File: src/rtl/extbus_pkg.sv
// Shared types for the external bus cycle controller.
// Assumes a 16-bit external data port and a 16-bit low address port.
package extbus_pkg;
    localparam int WAIT_W  = 4;
    localparam int DATA_W  = 16;
    localparam int LOW_AW  = 16;
    localparam int SEG_MAX = 7;

    typedef enum logic [2:0] {
        PH_IDLE, PH_ALE, PH_HOLD, PH_DLY, PH_STB, PH_END, PH_TRI
    } phase_t;

    typedef struct packed {
        logic [1:0]        csmode;
        logic              bus16;
        logic              mux;
        logic              ale_long;
        logic              rw_dly;
        logic              early_wr;
        logic              tri_none;
        logic              rdy_en;
        logic [WAIT_W-1:0] waits;
    } wcfg_t;

    localparam int CFG_W = $bits(wcfg_t);

    // Number of segment lines for a select code.
    function automatic int seg_lines(input logic [1:0] sel);
        case (sel)
            2'b00:   return 4;
            2'b01:   return 0;
            2'b10:   return 7;
            default: return 2;
        endcase
    endfunction
endpackage

File: src/rtl/extbus_win_match.sv
// Window matcher: picks the lowest-numbered enabled window whose
// significant upper address bits equal its base; otherwise the default.
// Assumes size values at or above AW make a window match everything.
module extbus_win_match
    import extbus_pkg::*;
#(
    parameter int NWIN   = 4,
    parameter int AW     = 24,
    parameter int SIZE_W = 5,
    parameter int IDX_W  = 2
) (
    input  logic [AW-1:0]          addr,
    input  logic [NWIN*AW-1:0]     base,
    input  logic [NWIN*SIZE_W-1:0] size,
    input  logic [NWIN-1:0]        en,
    input  logic [NWIN*CFG_W-1:0]  cfgs,
    input  logic [CFG_W-1:0]       dflt,
    output logic                   hit,
    output logic [IDX_W-1:0]       idx,
    output wcfg_t                  cfg
);
    logic [NWIN-1:0] match;

    for (genvar w = 0; w < NWIN; w++) begin : g_win
        logic [AW-1:0] diff;
        assign diff     = addr ^ base[w*AW +: AW];
        assign match[w] = en[w] && ((diff >> size[w*SIZE_W +: SIZE_W]) == '0);
    end

    // Priority select: the lowest index is assigned last and wins.
    always_comb begin
        hit = 1'b0;
        idx = '0;
        cfg = wcfg_t'(dflt);
        for (int w = NWIN - 1; w >= 0; w--) begin
            if (match[w]) begin
                hit = 1'b1;
                idx = IDX_W'(w);
                cfg = wcfg_t'(cfgs[w*CFG_W +: CFG_W]);
            end
        end
    end
endmodule

File: src/rtl/extbus_seq.sv
// Cycle sequencer: walks latch, hold, delay, strobe, data-hold and
// recovery phases for each bus cycle and splits word accesses on an
// 8-bit bus into two beats. Assumes word addresses are even.
module extbus_seq
    import extbus_pkg::*;
#(
    parameter int AW = 24
) (
    input  logic              clk,
    input  logic              rst_n,
    input  logic              start,
    input  wcfg_t             cfg_in,
    input  logic [AW-1:0]     addr_in,
    input  logic              we_in,
    input  logic              byte_in,
    input  logic [DATA_W-1:0] wdata_in,
    input  logic              bus_rdy,
    output phase_t            phase,
    output wcfg_t             cfg_q,
    output logic [AW-1:0]     addr_q,
    output logic              we_q,
    output logic              byte_q,
    output logic [DATA_W-1:0] wdata_q,
    output logic              beat_q,
    output logic              capture,
    output logic              done_q
);
    logic [WAIT_W-1:0] cnt;
    logic              more_beat;
    phase_t            after_ale;
    phase_t            after_hold;

    // Strobe phase ends once waits are spent and ready allows it.
    always_comb begin
        capture    = (phase == PH_STB) && (cnt == cfg_q.waits) &&
                     (!cfg_q.rdy_en || bus_rdy);
        more_beat  = !cfg_q.bus16 && !byte_q && !beat_q;
        after_hold = cfg_q.rw_dly ? PH_DLY : PH_STB;
        after_ale  = cfg_q.ale_long ? PH_HOLD : after_hold;
    end

    // Phase register, wait counter and request latches.
    always_ff @(posedge clk) begin
        if (!rst_n) begin
            phase   <= PH_IDLE;
            cnt     <= '0;
            cfg_q   <= '0;
            addr_q  <= '0;
            we_q    <= 1'b0;
            byte_q  <= 1'b0;
            wdata_q <= '0;
            beat_q  <= 1'b0;
            done_q  <= 1'b0;
        end else begin
            done_q <= 1'b0;
            case (phase)
                PH_IDLE: begin
                    if (start) begin
                        cfg_q   <= cfg_in;
                        addr_q  <= addr_in;
                        we_q    <= we_in;
                        byte_q  <= byte_in;
                        wdata_q <= wdata_in;
                        beat_q  <= 1'b0;
                        cnt     <= '0;
                        phase   <= PH_ALE;
                    end
                end
                PH_ALE: begin
                    if (cfg_q.ale_long && cnt == '0) begin
                        cnt <= WAIT_W'(1);
                    end else begin
                        cnt   <= '0;
                        phase <= after_ale;
                    end
                end
                PH_HOLD: phase <= after_hold;
                PH_DLY:  phase <= PH_STB;
                PH_STB: begin
                    if (cnt != cfg_q.waits) begin
                        cnt <= cnt + WAIT_W'(1);
                    end else if (capture) begin
                        cnt   <= '0;
                        phase <= PH_END;
                    end
                end
                PH_END, PH_TRI: begin
                    if (phase == PH_END && !cfg_q.tri_none) begin
                        phase <= PH_TRI;
                    end else if (more_beat) begin
                        beat_q <= 1'b1;
                        addr_q <= addr_q + AW'(1);
                        phase  <= PH_ALE;
                    end else begin
                        phase  <= PH_IDLE;
                        done_q <= 1'b1;
                    end
                end
                default: phase <= PH_IDLE;
            endcase
        end
    end

    AST_WAIT_HOLDS: assert property (@(posedge clk) disable iff (!rst_n)
        (phase == PH_STB && cnt != cfg_q.waits) |=> (phase == PH_STB));
    AST_ALE_SHORT: assert property (@(posedge clk) disable iff (!rst_n)
        (phase == PH_ALE && !cfg_q.ale_long) |=> (phase != PH_ALE));
    AST_DONE_IDLE: assert property (@(posedge clk) disable iff (!rst_n)
        done_q |-> (phase == PH_IDLE));
endmodule

File: src/rtl/extbus_pins.sv
// Pin driver: decodes the sequencer phase into strobes, address, data
// lanes, segment lines and chip selects, and assembles read data.
// Assumes byte write data sit in the low byte of the request.
module extbus_pins
    import extbus_pkg::*;
#(
    parameter int NWIN  = 4,
    parameter int AW    = 24,
    parameter int IDX_W = 2
) (
    input  logic              clk,
    input  logic              rst_n,
    input  logic              start,
    input  logic              hit_in,
    input  logic [IDX_W-1:0]  idx_in,
    input  logic [1:0]        csmode_in,
    input  phase_t            phase,
    input  wcfg_t             cfg_q,
    input  logic [AW-1:0]     addr_q,
    input  logic              we_q,
    input  logic              byte_q,
    input  logic [DATA_W-1:0] wdata_q,
    input  logic              beat_q,
    input  logic              capture,
    input  logic [DATA_W-1:0] bus_din,
    input  logic [1:0]        seg_sel,
    output logic              bus_ale,
    output logic              bus_rd,
    output logic              bus_wrl,
    output logic              bus_wrh,
    output logic [LOW_AW-1:0] bus_addr,
    output logic [SEG_MAX-1:0] bus_seg,
    output logic [DATA_W-1:0] bus_dout,
    output logic              bus_doe,
    output logic [NWIN-1:0]   bus_cs,
    output logic [DATA_W-1:0] rsp_rdata
);
    logic              active;
    logic              addr_ph;
    logic              wr_act;
    logic [7:0]        beat_byte;
    logic [DATA_W-1:0] wr_lanes;
    logic [NWIN-1:0]   cs_hold;
    logic              hit_q;
    logic [IDX_W-1:0]  idx_q;
    int                nseg;

    // Strobes and data lanes decoded from the current phase.
    always_comb begin
        active    = (phase != PH_IDLE) && (phase != PH_TRI);
        addr_ph   = (phase == PH_ALE) || (phase == PH_HOLD);
        bus_ale   = (phase == PH_ALE);
        bus_rd    = (phase == PH_STB) && !we_q;
        wr_act    = we_q && ((phase == PH_STB) ||
                             (phase == PH_END && !cfg_q.early_wr));
        bus_wrl   = wr_act && (!cfg_q.bus16 || !byte_q || !addr_q[0]);
        bus_wrh   = wr_act && cfg_q.bus16 && (!byte_q || addr_q[0]);
        beat_byte = beat_q ? wdata_q[15:8] : wdata_q[7:0];
        if (!cfg_q.bus16)  wr_lanes = {8'h00, beat_byte};
        else if (byte_q)   wr_lanes = {wdata_q[7:0], wdata_q[7:0]};
        else               wr_lanes = wdata_q;
        bus_addr  = (active && !cfg_q.mux) ? addr_q[LOW_AW-1:0] : '0;
        if (cfg_q.mux && addr_ph) begin
            bus_doe  = 1'b1;
            bus_dout = addr_q[LOW_AW-1:0];
        end else if (we_q && (phase == PH_STB || phase == PH_END)) begin
            bus_doe  = 1'b1;
            bus_dout = wr_lanes;
        end else begin
            bus_doe  = 1'b0;
            bus_dout = '0;
        end
        nseg = seg_lines(seg_sel);
    end

    for (genvar i = 0; i < SEG_MAX; i++) begin : g_seg
        if (LOW_AW + i < AW) begin : g_on
            assign bus_seg[i] = active && (i < nseg) && addr_q[LOW_AW+i];
        end else begin : g_off
            assign bus_seg[i] = 1'b0;
        end
    end

    for (genvar w = 0; w < NWIN; w++) begin : g_cs
        logic mine;
        assign mine      = hit_q && (idx_q == IDX_W'(w));
        assign bus_cs[w] = cs_hold[w] ||
                           (mine && ((cfg_q.csmode[0] && bus_rd) ||
                                     (cfg_q.csmode[1] && (bus_wrl || bus_wrh))));
    end

    // Window latch and address chip select hold, updated per request.
    always_ff @(posedge clk) begin
        if (!rst_n) begin
            cs_hold <= '0;
            hit_q   <= 1'b0;
            idx_q   <= '0;
        end else if (start) begin
            hit_q <= hit_in;
            idx_q <= idx_in;
            for (int w = 0; w < NWIN; w++) begin
                cs_hold[w] <= hit_in && (idx_in == IDX_W'(w)) && (csmode_in == 2'b00);
            end
        end
    end

    // Read data assembly on the last strobe cycle.
    always_ff @(posedge clk) begin
        if (!rst_n) begin
            rsp_rdata <= '0;
        end else if (start) begin
            rsp_rdata <= '0;
        end else if (capture && !we_q) begin
            if (cfg_q.bus16 && !byte_q)      rsp_rdata <= bus_din;
            else if (cfg_q.bus16)            rsp_rdata <= {8'h00, addr_q[0] ? bus_din[15:8] : bus_din[7:0]};
            else if (byte_q)                 rsp_rdata <= {8'h00, bus_din[7:0]};
            else if (beat_q)                 rsp_rdata[15:8] <= bus_din[7:0];
            else                             rsp_rdata[7:0]  <= bus_din[7:0];
        end
    end

    AST_ALE_QUIET: assert property (@(posedge clk) disable iff (!rst_n)
        bus_ale |-> (!bus_rd && !bus_wrl && !bus_wrh));
    AST_READ_NO_DRIVE: assert property (@(posedge clk) disable iff (!rst_n)
        bus_rd |-> !bus_doe);
    AST_DLY_QUIET: assert property (@(posedge clk) disable iff (!rst_n)
        (phase == PH_DLY) |-> (!bus_doe && !bus_rd && !bus_wrl && !bus_wrh));
    AST_CS_ONEHOT: assert property (@(posedge clk) disable iff (!rst_n)
        $onehot0(bus_cs));
    AST_SEG_NONE: assert property (@(posedge clk) disable iff (!rst_n)
        (seg_sel == 2'b01) |-> (bus_seg == '0));
endmodule

File: src/rtl/extbus_ctrl.sv
// Top of the external bus cycle controller: window matcher, cycle
// sequencer and pin driver. Assumes configuration inputs only change
// while the controller is idle.
module extbus_ctrl
    import extbus_pkg::*;
#(
    parameter int NWIN   = 4,
    parameter int AW     = 24,
    parameter int SIZE_W = 5,
    localparam int IDX_W = (NWIN > 1) ? $clog2(NWIN) : 1
) (
    input  logic                   clk,
    input  logic                   rst_n,
    input  logic [NWIN*AW-1:0]     win_base,
    input  logic [NWIN*SIZE_W-1:0] win_size,
    input  logic [NWIN-1:0]        win_en,
    input  logic [NWIN*CFG_W-1:0]  win_cfg,
    input  logic [CFG_W-1:0]       dflt_cfg,
    input  logic [1:0]             seg_sel,
    input  logic                   req_valid,
    output logic                   req_ready,
    input  logic [AW-1:0]          req_addr,
    input  logic                   req_we,
    input  logic                   req_byte,
    input  logic [DATA_W-1:0]      req_wdata,
    output logic                   rsp_done,
    output logic [DATA_W-1:0]      rsp_rdata,
    output logic                   bus_ale,
    output logic                   bus_rd,
    output logic                   bus_wrl,
    output logic                   bus_wrh,
    output logic [LOW_AW-1:0]      bus_addr,
    output logic [SEG_MAX-1:0]     bus_seg,
    output logic [DATA_W-1:0]      bus_dout,
    output logic                   bus_doe,
    input  logic [DATA_W-1:0]      bus_din,
    input  logic                   bus_rdy,
    output logic [NWIN-1:0]        bus_cs
);
    logic              hit;
    logic [IDX_W-1:0]  idx;
    wcfg_t             sel_cfg;
    logic              start;
    phase_t            phase;
    wcfg_t             cfg_q;
    logic [AW-1:0]     addr_q;
    logic              we_q;
    logic              byte_q;
    logic [DATA_W-1:0] wdata_q;
    logic              beat_q;
    logic              capture;

    assign req_ready = (phase == PH_IDLE);
    assign start     = req_valid && req_ready;

    extbus_win_match #(.NWIN(NWIN), .AW(AW), .SIZE_W(SIZE_W), .IDX_W(IDX_W)) u_match (
        .addr(req_addr), .base(win_base), .size(win_size), .en(win_en),
        .cfgs(win_cfg), .dflt(dflt_cfg), .hit(hit), .idx(idx), .cfg(sel_cfg)
    );

    extbus_seq #(.AW(AW)) u_seq (
        .clk(clk), .rst_n(rst_n), .start(start), .cfg_in(sel_cfg),
        .addr_in(req_addr), .we_in(req_we), .byte_in(req_byte),
        .wdata_in(req_wdata), .bus_rdy(bus_rdy), .phase(phase),
        .cfg_q(cfg_q), .addr_q(addr_q), .we_q(we_q), .byte_q(byte_q),
        .wdata_q(wdata_q), .beat_q(beat_q), .capture(capture), .done_q(rsp_done)
    );

    extbus_pins #(.NWIN(NWIN), .AW(AW), .IDX_W(IDX_W)) u_pins (
        .clk(clk), .rst_n(rst_n), .start(start), .hit_in(hit), .idx_in(idx),
        .csmode_in(sel_cfg.csmode), .phase(phase), .cfg_q(cfg_q),
        .addr_q(addr_q), .we_q(we_q), .byte_q(byte_q), .wdata_q(wdata_q),
        .beat_q(beat_q), .capture(capture), .bus_din(bus_din),
        .seg_sel(seg_sel), .bus_ale(bus_ale), .bus_rd(bus_rd),
        .bus_wrl(bus_wrl), .bus_wrh(bus_wrh), .bus_addr(bus_addr),
        .bus_seg(bus_seg), .bus_dout(bus_dout), .bus_doe(bus_doe),
        .bus_cs(bus_cs), .rsp_rdata(rsp_rdata)
    );

    AST_DONE_READY: assert property (@(posedge clk) disable iff (!rst_n)
        rsp_done |-> req_ready);
endmodule

File: config.mk
export PLATFORM = sky130hd
export DESIGN_NAME = extbus_ctrl
export DESIGN_NICKNAME = d
export VERILOG_FILES = /design/src/rtl/extbus_pkg.sv /design/src/rtl/extbus_win_match.sv /design/src/rtl/extbus_seq.sv /design/src/rtl/extbus_pins.sv /design/src/rtl/extbus_ctrl.sv
export SDC_FILE = /design/constraint.sdc
export NUM_CORES = 1
export LEC_CHECK = 0
export ABC_AREA = 1
export CAP_MARGIN = 20
export CORE_ASPECT_RATIO = 1.4
export CORE_MARGIN = 5
export CORE_UTILIZATION = 50
export CTS_CLUSTER_DIAMETER = 30
export CTS_CLUSTER_SIZE = 8
export DETAILED_ROUTE_END_ITERATION = 16
export PLACE_DENSITY = 0.95
export SYNTH_ARGS = -nofsm -noshare
export SYNTH_HDL_FRONTEND = slang
export SYNTH_HIERARCHICAL = 1
export SYNTH_SLANG_ARGS = --single-unit
File: constraint.sdc
create_clock -name clk -period 4.8 [get_ports clk]
set_clock_uncertainty 0.15 [all_clocks]
set_input_delay 0.72 -clock clk [delete_from_list [all_inputs] [get_ports clk]]
set_output_delay 0.72 -clock clk [all_outputs]
set_load 0.1 [all_outputs]
# Yosys cells after proc, flatten, opt, wreduce, memory -nomap -nowiden
# Index checks and enable logic that the tools add are counted.
[classes]
addsub = 2
order_cmp = 7
n_eq_ne = 25
shifts = 4
n_mux = 50
bitwise = 6
reduce_logical = 100
[op_table]
columns = ["operator", "count"]
rows = [
  ["$mux W16", 8],
  ["$logic_not A24 Y1", 4],
  ["$shr A24 B5 Y24", 4],
  ["$xor A24 B24 Y24", 4],
  ["$mux W24", 3],
  ["$logic_and A1 B1 Y1", 55],
  ["$mux W13", 4],
  ["$pmux W24 S2", 1],
  ["$mux W8", 4],
  ["$add A24 B1 Y24 const B", 1],
  ["$mux W3", 7],
  ["$pmux W3 S6", 1],
  ["$logic_or A1 B1 Y1", 13],
  ["$mux W1", 12],
  ["$mux W4", 3],
  ["$pmux W4 S3", 1],
  ["$eq A2 B2 Y1 const B", 5],
  ["$eq A3 B3 Y1 const B", 3],
  ["$logic_not A1 Y1", 9],
  ["$lt A3 B3 Y1 const A", 3],
  ["$pmux W3 S3", 1],
  ["$logic_not A2 Y1", 4],
  ["$mux W2", 4],
  ["$reduce_and A4 Y1", 2],
  ["24 further kinds", 38],
]
[totals]
reg_bits = 87
input_bits = 249
output_inout_bits = 66

# Logic depth before layout (Yosys ltp)
[logic_depth]
ltp_word = 11
mapped_depth = 24
depth_no_buf = 23

# Hierarchy
# The synthesis kept the hierarchy.
[modules_own_cells]
columns = ["mod", "n_inst", "cells_each", "area_per_inst_um2", "seq_area_each_um2"]
rows = [
  ["extbus_win_match", 1, 744, 3632.2, 0.0],
  ["extbus_seq", 1, 544, 3464.6, 1281.2],
  ["extbus_pins", 1, 357, 1971.9, 460.4],
  ["extbus_ctrl", 1, 6, 25.0, 0.0],
]

# Least setup slack after synthesis
# Ideal clock, no wire load.
[synth_path]
path_type = "register to output"
startpoint = "reg u_seq.phase[1]"
endpoint = "out bus_dout[10]"
t_arrival_ns = 3.028
required_ns = 3.930
slack_ns = 0.902
stages_incl_launch_ff = 6
n_path_buf = 1
path_cell_list = "dfxtp_1 -> nand2_1 -> nand2_1 -> nand3_1 -> buf_2 -> o21ai_0"
[synth_via]
elab_chain_len = 5
word_cells_on_any_way = 10
classes_between = "eq/ne: 4; mux: 2; reduce/logical: 4"
[synth_rtl]
columns = ["item", "line_no", "rtl"]
rows = [
  ["start, declared", "extbus_seq.sv:18", "output phase_t phase,"],
  ["start signal, assigned", "extbus_seq.sv:74", "phase <= after_ale;"],
  ["start signal, assigned", "extbus_seq.sv:77", "PH_HOLD: phase <= after_hold;"],
  ["$eq A3 B3 Y1", "extbus_pins.sv:66", "end else if (we_q && (phase == PH_STB || phase == PH_END)) begin"],
  ["$logic_or A1 B1 Y1", "extbus_pins.sv:66", ""],
  ["$logic_and A1 B1 Y1", "extbus_pins.sv:66", ""],
  ["$mux W16", "extbus_pins.sv:66", ""],
  ["$mux W16 *", "extbus_pins.sv:63", "if (cfg_q.mux && addr_ph) begin"],
  ["end, declared", "extbus_ctrl.sv:34", "output logic [DATA_W-1:0] bus_dout,"],
]
# Mark *: on every way between the ends. The rest lies on a longest branch, timed or not.

# Worst setup path in the final report
[layout_path]
startpoint = "reg u_seq/cfg_q[10] (netlist name)"
endpoint = "out bus_dout[0]"
[layout_via]
elab_chain_len = 3
[layout_rtl]
columns = ["item", "line_no", "rtl"]
rows = [
  ["$mux W16", "extbus_pins.sv:59", "if (!cfg_q.bus16) wr_lanes = {8'h00, beat_byte};"],
  ["$mux W16", "extbus_pins.sv:66", ""],
  ["$mux W16", "extbus_pins.sv:63", ""],
]
# No other way between the ends.

==> impl_metrics.ini <==
[grt]
grt_max_degree = 48
antenna_found_initial = 0
grt_pass1_wl_um = 53400
gr-usage-all-layers_pct = 32.0
grt_pass1_vias = 11000
overflow = 0

[run]
maxCapViolations = 0

[cells_and_area]
area_growth_pct = 36.7
most-common-layout-cells = nand2_1, clkdlybuf4s50_1, inv_1
seq_area_um2 = 1720
fillers = 1568
final_nets = 2151
insertedDiodeCount = 0
stdcell_count = 2144
drive_gt1_share_pct = 4.94
multi_input_area_um2 = 5940
layout_commonest_cell = nand2_1

[timing]
finalCritPeriodShare_pct = 82.8
finalHoldViolations = 0
worst_pin_slew_ps = 1040
rsz0062_at_grt = false
report.final.slew_viol_count = 0
setup_tns_ps = 0
fin_crit_ps = 3970
timing.fmax_ghz = 0.252
setup_viol = 0
slew_headroom_pct = 30.4

[worst_setup_path]
critPathMaxFanout = 17
critPathSlowestCell = clkdlybuf4s50_1
path_class = reg -> out
cpPeakStageDelay_ps = 1220
arrival_ps = 3100
cp-end-kind = output pin
cp-start-kind = register
critPathBufInv = 2
critPathLaunch = u_seq/cfg_q[10]
rr_startpoint = u_seq/phase[1]
crit_family = buffers and inverters
path_cells = inv_1, nand2_2, o211ai_1, o21ai_0, clkdlybuf4s50_1
crit_required_ps = 3930

[clock_tree]
path_clk_slew_ps = 60
htreeDepth = 3
clock_path_buffers = 2
cts_buffers = 9
cts_tree = yes
hold_buffers = 0
postCtsSetupBuffers = 0
clock_latency_ps = 340
ctsRootBufferMaster = clkbuf_16
clock_sinks = 86
cts_resized = 0

[die]
core_area_um2 = 17900
row_count = 58
die-area_um2 = 20900
io_pins = 315
start_util_pct = 50.5
die_w_um = 124
fp.dieH_um = 169

[worst_hold_path]
hold_class = reg -> reg
hold_start = u_seq/cfg_q[4]

[yosys]
syn_area_per_cell_um2 = 5.51
synth_fp_nets = 1888
syn_inst = 1636
synth_area_um2 = 9020
yosys_warnings = 6

[routing]
route.detailed.drc = 0
routed-via-count = 11700
ant_nets = 0
drt_pass1_iterations = 6
drt-initial-drc-count = 1063
wire_per_inst_um = 16.2
vias_per_cell = 5.44
totalWireLength_um = 34800

[placed_design]
gp_routability_congestion = 1.02
placed_cells = 2128
dp_hpwl_um = 27000
port_buffers = 314

[run_status]
status = complete, no violations

[pwr]
leakagePower_nw = 5.64
power_density_nw_per_um2 = 376
ir_drop_mv = 0.557
## path summary, 6_finish.rpt
kind	endpoint	slack, ps	cells past startpoint
worst max-delay path	bus_dout[0]	830	5
worst min-delay path	u_seq/cfg_q[4]	310	2
worst max register to register	u_seq/addr_q[13]	1660	9
worst min register to register	u_seq/cfg_q[4]	310	2
## cell type report
class | count | area share [%]
sequential | 86 | 14.0
clock buffer | 13 | 2.19
inverter | 239 | 7.37
clock inverter | 3 | 0.528
multi-input combinational | 1246 | 48.2
timing repair buffer | 317 | 25.3
tap | 240 | 2.44
## power breakdown
part	internal, W	switching (W)
combinational	0.000805	0.00188
clock	0.000498	0.000285
sequential	0.000912	0.000253
## through the flow
step	cell area [µm²]	hold WS, ps	total power, W	setup WS (ps)	utilization [%]
after detailed placement	12000	298	0.00379	770	67.2
final	12300	309	0.00463	827	69.1
after global routing	12300	328	0.00491	684	69.1
after CTS	12300	306	0.00458	882	69.1
after global placement	12000	291	0.00373	883	67.2
after floorplan	9020	280	0.00309	902	-
## worst min-delay path: cells and delay by family, from the launching register on
kind / cells / cell delay (ps)
AOI/OAI and AO/OA: 1 / 60
buffers and inverters: 1 / 60
DFF: 1 / 300
## sequential cells by signal (all words and copies together) (netlist names)
| signal | count |
|---|---|
| u_pins/cs_hold | 4 |
| u_pins/hit_q | 1 |
| u_pins/idx_q | 2 |
| u_pins/rsp_rdata | 16 |
| u_seq/addr_q | 23 |
| u_seq/beat_q | 1 |
| u_seq/byte_q | 1 |
| u_seq/cfg_q | 13 |
| u_seq/cnt | 4 |
| u_seq/done_q | 1 |
| u_seq/phase | 3 |
| u_seq/wdata_q | 16 |
| u_seq/we_q | 1 |
## routing by layer
metal	share of wire [%]	track usage [%]
met5	0	0
met4	6.4	18.0
met3	11	6.48
met2	48	55.9
met1	35	35.7
Note: power is estimated with default switching activity, not from simulation.
